===== config.mk =====
export PLATFORM = sky130hd
export DESIGN_NAME = flash_lock_ctrl
export DESIGN_NICKNAME = d
export VERILOG_FILES = /design/src/rtl/flash_lock_ctrl.sv
export SDC_FILE = /design/constraint.sdc
export NUM_CORES = 1
export LEC_CHECK = 0
export BUFFER_PORTS_ARGS = -buffer_cell sky130_fd_sc_hd__buf_2
export CORE_UTILIZATION = 50
export CTS_CLUSTER_DIAMETER = 100
export CTS_CLUSTER_SIZE = 16
export DETAILED_ROUTE_END_ITERATION = 8
export PLACE_DENSITY = 0.76
export SLEW_MARGIN = 5
export SYNTH_ARGS = -nofsm -noshare
export SYNTH_HDL_FRONTEND = slang
export SYNTH_SLANG_ARGS = --single-unit

===== constraint.sdc =====
create_clock -name clk -period 2.7 [get_ports clk]
set_input_delay 0.405 -clock clk [delete_from_list [all_inputs] [get_ports clk]]
set_output_delay 0.405 -clock clk [all_outputs]
set_load 0.1 [all_outputs]

===== src/rtl/flash_lock_ctrl.sv =====
module flash_lock_ctrl #(
  parameter int NBLK = 32,
  localparam int IDXW = $clog2(NBLK)
) (
  input  logic            clk,
  input  logic            rst_n,
  input  logic            wp_n,
  input  logic            cmd_valid,
  input  logic [1:0]      cmd_op,
  input  logic [IDXW-1:0] cmd_blk,
  input  logic [IDXW-1:0] qry_blk,
  output logic            qry_wr_ok,
  output logic            cmd_err,
  output logic [NBLK-1:0] lock_vec,
  output logic [NBLK-1:0] ldn_vec
);
  localparam logic [1:0] OP_LOCK = 2'b01;
  localparam logic [1:0] OP_UNLK = 2'b10;
  localparam logic [1:0] OP_LDN  = 2'b11;

  logic [NBLK-1:0] lock_q, ldn_q, lock_d, ldn_d, sel;
  logic            err_d;

  assign sel = NBLK'(1) << cmd_blk;

  always_comb begin
    lock_d = lock_q;
    ldn_d  = ldn_q;
    err_d  = 1'b0;
    if (cmd_valid) begin
      case (cmd_op)
        OP_LOCK: lock_d = lock_q | sel;
        OP_UNLK: begin
          if (ldn_q[cmd_blk] && !wp_n) err_d = 1'b1;
          else                         lock_d = lock_q & ~sel;
        end
        OP_LDN: begin
          lock_d = lock_q | sel;
          ldn_d  = ldn_q | sel;
        end
        default: ;
      endcase
    end
    if (!wp_n) lock_d = lock_d | ldn_d;
  end

  always_ff @(posedge clk or negedge rst_n) begin
    if (!rst_n) begin
      lock_q  <= '1;
      ldn_q   <= '0;
      cmd_err <= 1'b0;
    end else begin
      lock_q  <= lock_d;
      ldn_q   <= ldn_d;
      cmd_err <= err_d;
    end
  end

  assign qry_wr_ok = ~lock_q[qry_blk];
  assign lock_vec  = lock_q;
  assign ldn_vec   = ldn_q;

  // an error pulse follows only a rejected unlock
  assert_err_cause_R5: assert property (@(posedge clk) disable iff (!rst_n)
    cmd_err |-> $past(cmd_valid && cmd_op == OP_UNLK && !wp_n && ldn_q[cmd_blk]));

  // a rejected unlock leaves the block locked
  assert_reject_keeps_lock_R5: assert property (@(posedge clk) disable iff (!rst_n)
    $past(cmd_valid && cmd_op == OP_UNLK && !wp_n && ldn_q[cmd_blk])
      |-> lock_q[$past(cmd_blk)]);

  // lock-down marks never clear outside reset
  assert_ldn_sticky_R6: assert property (@(posedge clk) disable iff (!rst_n)
    (ldn_q & $past(ldn_q)) == $past(ldn_q));

  // marks only change after a lock-down command
  assert_ldn_stable_R9: assert property (@(posedge clk) disable iff (!rst_n)
    $past(!(cmd_valid && cmd_op == OP_LDN)) |-> $stable(ldn_q));

  // with write-protect low, every marked block is locked
  assert_wp_relock_R7: assert property (@(posedge clk) disable iff (!rst_n)
    !$past(wp_n) |-> ((ldn_q & ~lock_q) == '0));
endmodule


## After elaboration in Yosys (flattened, before gate mapping)

Index checks and enable logic that the tools add are counted.

| storage, ports and cells | value |
|---|---|
| word-level logic and storage cells | 31 |
| register bits | 65 |
| output and inout bits | 66 |
| input port bits | 16 |

| cells by class | value |
|---|---|
| shift operators | 1 |
| order comparisons | 2 |
| reductions and logical operators | 3 |
| eq/ne operators | 3 |
| bitwise operators | 6 |
| muxes and demuxes | 13 |

Operators with widths:

| operator | number |
|---|---|
| $mux 32 | 5 |
| $or 32x32->32 | 3 |
| $pmux 32 s2 | 1 |
| $and 32x32->32 | 1 |
| $not 32->32 | 1 |
| $shl 1x5->32 const A | 1 |
| $lt 5x6->1 const B | 2 |
| $bmux 1 s5 | 2 |
| $mux 1 | 5 |
| $eq 2x2->1 const B | 2 |
| $eq 2x1->1 const B | 1 |
| $reduce_or 2->1 | 1 |
| $logic_and 1x1->1 | 1 |
| $logic_not 1->1 | 1 |
| $not 1->1 | 1 |

## Longest topological paths before layout

| logic depth | value |
|---|---|
| depth after elaboration | 8 |
| depth in mapped cells | 7 |
| gate-level depth less buffers | 5 |

## Worst setup path before layout

No wires, ideal clock.

| timing | value |
|---|---|
| kind | input port to output port |
| start point | input qry_blk[0] |
| end point | output qry_wr_ok |
| path slack | -0.881 ns |
| data required time | 2.295 ns |
| arrival time | 3.176 ns |
| buffers on the path | 1 |
| cell stages on the path | 4 |
| cell sequence | buf_2 -> mux4_2 -> mux4_2 -> mux2i_1 |

| between the ends | value |
|---|---|
| word-level cells in the longest chain between the ends | 3 |

RTL lines:

| element | RTL line | RTL |
|---|---|---|
| from (decl) | 11 | `input logic [IDXW-1:0] qry_blk,` |
| $bmux 1 s5 | 59 | `assign qry_wr_ok = ~lock_q[qry_blk];` |
| $mux 1 (implied by the code) | 59 |  |
| $not 1->1 | 59 |  |
| to (decl) | 12 | `output logic qry_wr_ok,` |

Every way passes these cells. The select of a mux whose other input is x is not followed.

## Worst setup path in the final report

Ends and elaborated chain as after synthesis.

==> flow_summary.toml <==
[setup_path]
path_class = "in2out"
critical-path-slowest-cell = "mux4_2"
path_max_fanout = 8
cp_common_cell = "mux4_2"
start_kind = "primary input"
end_kind = "output port"
critical_path.cell_chain = "buf_2, mux4_2, mux4_2, mux2i_4, buf_12"
cp.required_ns = 2.30
slowest_delay_ns = 0.56
arrival_ns = 2.14

[place]
dpl.hpwl_um = 7060
placed_cell_area_um2 = 3780
gp_congestion = 0.917
portBuffers = 81

[power]
clkPwrFrac_pct = 37.9
comb_power_share_pct = 13.6
p_per_area_nw_per_um2 = 524
seq_power_share_pct = 48.5
p_switching_w = 0.000606
swShare_pct = 29.2
p_leak_nw = 1.62
irDropWorstVdd_mv = 0.297
p_int_w = 0.00147

[sta]
tightest_slew_ns = 0.668
skew_ns = 0.00842
slew_viol_final = 0
hold_violations = 0
finalCritPeriodShare_pct = 94.4
fmax_ghz = 0.392
finalSetupTns_ns = 0
worst_slew_margin_rel_pct = 55.3
final-setup-viol-count = 0
post-route-min-period_ns = 2.55
rsz0062_at_grt = "false"

[routing]
drtPass1Iterations = 5
vias = 2987
drc = 0
wirelength_um = 9800
via_per_inst = 6.20
ant_nets = 0
drt_iter0_markers = 255
wl_per_cell_um = 20.3

[synthesis]
synth_cells = 323
synth_nets = 339
synth.ff_latch_count = 65
yosysSeqAreaShare_pct = 50.7
yosysTopAreaCell = "dfstp_2"
yosysWarnings = 0
syn_avg_cell_area_um2 = 10.2
yosysUniqueCellTypes = 34
yosys-top-cells-area = "dfstp_2 26%, dfrtp_1 25%, mux4_2 9.6%"
synth_top_area_share_pct = 25.6
syn_area_um2 = 3290

[clock_tree]
h-tree-depth = 3
cts_tree = "done"
cts_root_buffer = "clkbuf_8"
clkSlewWorstSetupHoldPaths_ns = 0.07
clock_tree.buffer_depth = 2
clock_latency_ns = 0.35
cts_made_buffers = 9
cts_hold_buffers = 0
numClockSinks = 65
postCtsSetupRepairBufs = 0
ctsResizeCount = 0

[grt]
grt_pass1_vias = 2872
grt_max_degree = 44
grt.overflow.total = 0
track_usage_pct = 29.6
grt_pass1_wl_um = 15400
grt_antenna_before_repair = 0

[job]
max_cap_viol_count = 0

[final_layout]
diodes = 0
drive_gt1_share_pct = 37.0
design_area_um2 = 3970
nets = 416
syn_to_final_growth_pct = 20.7

[hold_path]
hp-class = "in2async"

[floorplan]
pin_count = 82
rows = 29
die-area_um2 = 6900
die_x_um = 83.1
die_h_um = 83.1
initial_core_util_pct = 51.8
coreArea_um2 = 6350

[run_status]
status = "finished clean"
-- sequential cells by signal, indices dropped and copies added (netlist names) --
register,cells
ldn_vec,32
lock_vec,32
cmd_err,1
-- worst paths after layout --
kind	slack (ns)	to	depth (start not counted)	start
worst max register to register	1.22	cmd_err$_DFF_PN0_	4	ldn_vec[11]$_DFF_PN0_
worst max-delay path	0.15	qry_wr_ok	5	qry_blk[0]
worst min-delay path	0.04	ldn_vec[18]$_DFF_PN0_	1	rst_n
max in group asynchronous	1.98	lock_vec[30]$_DFF_PN1_	2	rst_n
worst min register to register	0.52	ldn_vec[14]$_DFF_PN0_	2	ldn_vec[14]$_DFF_PN0_
min in group clk	0.34	ldn_vec[31]$_DFF_PN0_	3	cmd_op[1]
-- metal layers --
| layer | track usage, % | share of wire, % | vias to the layer above |
|---|---|---|---|
| li1 | - | - | 1303 |
| met5 | 0 | 0 | - |
| met3 | 7.06 | 9.0 | 28 |
| met2 | 42.8 | 46 | 176 |
| met4 | 15.2 | 3.4 | 0 |
| met1 | 41.9 | 41 | 1480 |
-- cells by family after synthesis --
logic type	synth area share (%)
AOI/OAI and AO/OA	20.5
and+or+nand+nor	11.3
DFF	50.7
buffers and inverters	6.01
muxes	11.4
-- placed cells by master, fill, tap and decap left out, types with 3 or more instances in the layout --
cell type  count
buf_2         80
dfstp_2       32
nand3b_1       4
buf_4          3
nand2_1       44
dfrtp_1       33
o21ai_0       33
inv_1         32
nor2b_1        3
mux2i_1        5
mux4_2        14
o22ai_1       28
nor2_1        16
a21o_1        29
clkbuf_8      12
-- worst max-delay path, delay by kind of cell --
kind	cells	cell delay, ns
muxes	3	1.27
buffers and inverters	2	0.45
-- per-stage QoR --
step           hold slack [ns]  setup WS [ns]  util (%)  total power (W)  cells
5_1_grt                 0.0657          0.101      62.5          0.00214    482
4_1_cts                 0.0482          0.153      62.5          0.00208    482
2_1_floorplan            0.109        0.00865         -          0.00122    323
6_report                0.0391          0.152      62.5          0.00208    482
3_3_place_gp             0.411          0.228      59.5          0.00130    466
3_5_place_dp             0.418          0.153      59.5          0.00130    466
-- synth_stat cells --
library cell and n:
mux2i_1 6, nand4_1 1, dfrtp_1 33, or3b_2 2, or2_2 2, or3_1 1
nor2_1 16, buf_2 5, nand2_1 44, a21o_1 29, nor4_1 1, o21ai_0 33
nand3_1 2, o31a_1 1, a21boi_0 1, and3_1 2, nor2b_1 3, inv_1 32
a31oi_1 2, a21oi_1 1, clkbuf_1 14, o21bai_1 2, o2111ai_1 2, o22ai_1 28
o211ai_1 1, a22oi_1 1, nand2b_1 1, o221ai_1 2, nor4b_1 1, mux4_2 14
dfstp_2 32, and2_1 2, a32oi_1 2, nand3b_1 4
-- power by group through the flow --
stage          combinational (W)  clock (W)  sequential, W
3_5_place_dp            0.000280          0        0.00102
5_1_grt                 0.000298   0.000836        0.00101
6_report                0.000283   0.000787        0.00101
2_1_floorplan           0.000109          0        0.00111
3_3_place_gp            0.000276          0        0.00102
4_1_cts                 0.000281   0.000789        0.00101
-- final cells by class --
type | count | area, um2
repair buffers | 85 | 463
multi-input cells | 207 | 1440
well taps | 77 | 96.3
clock inverters | 2 | 12.5
fillers | 532 | 2380
clock buffers | 14 | 173
inverters | 32 | 120
flip-flops and latches | 65 | 1670
Power figures use the tool's default switching activity.
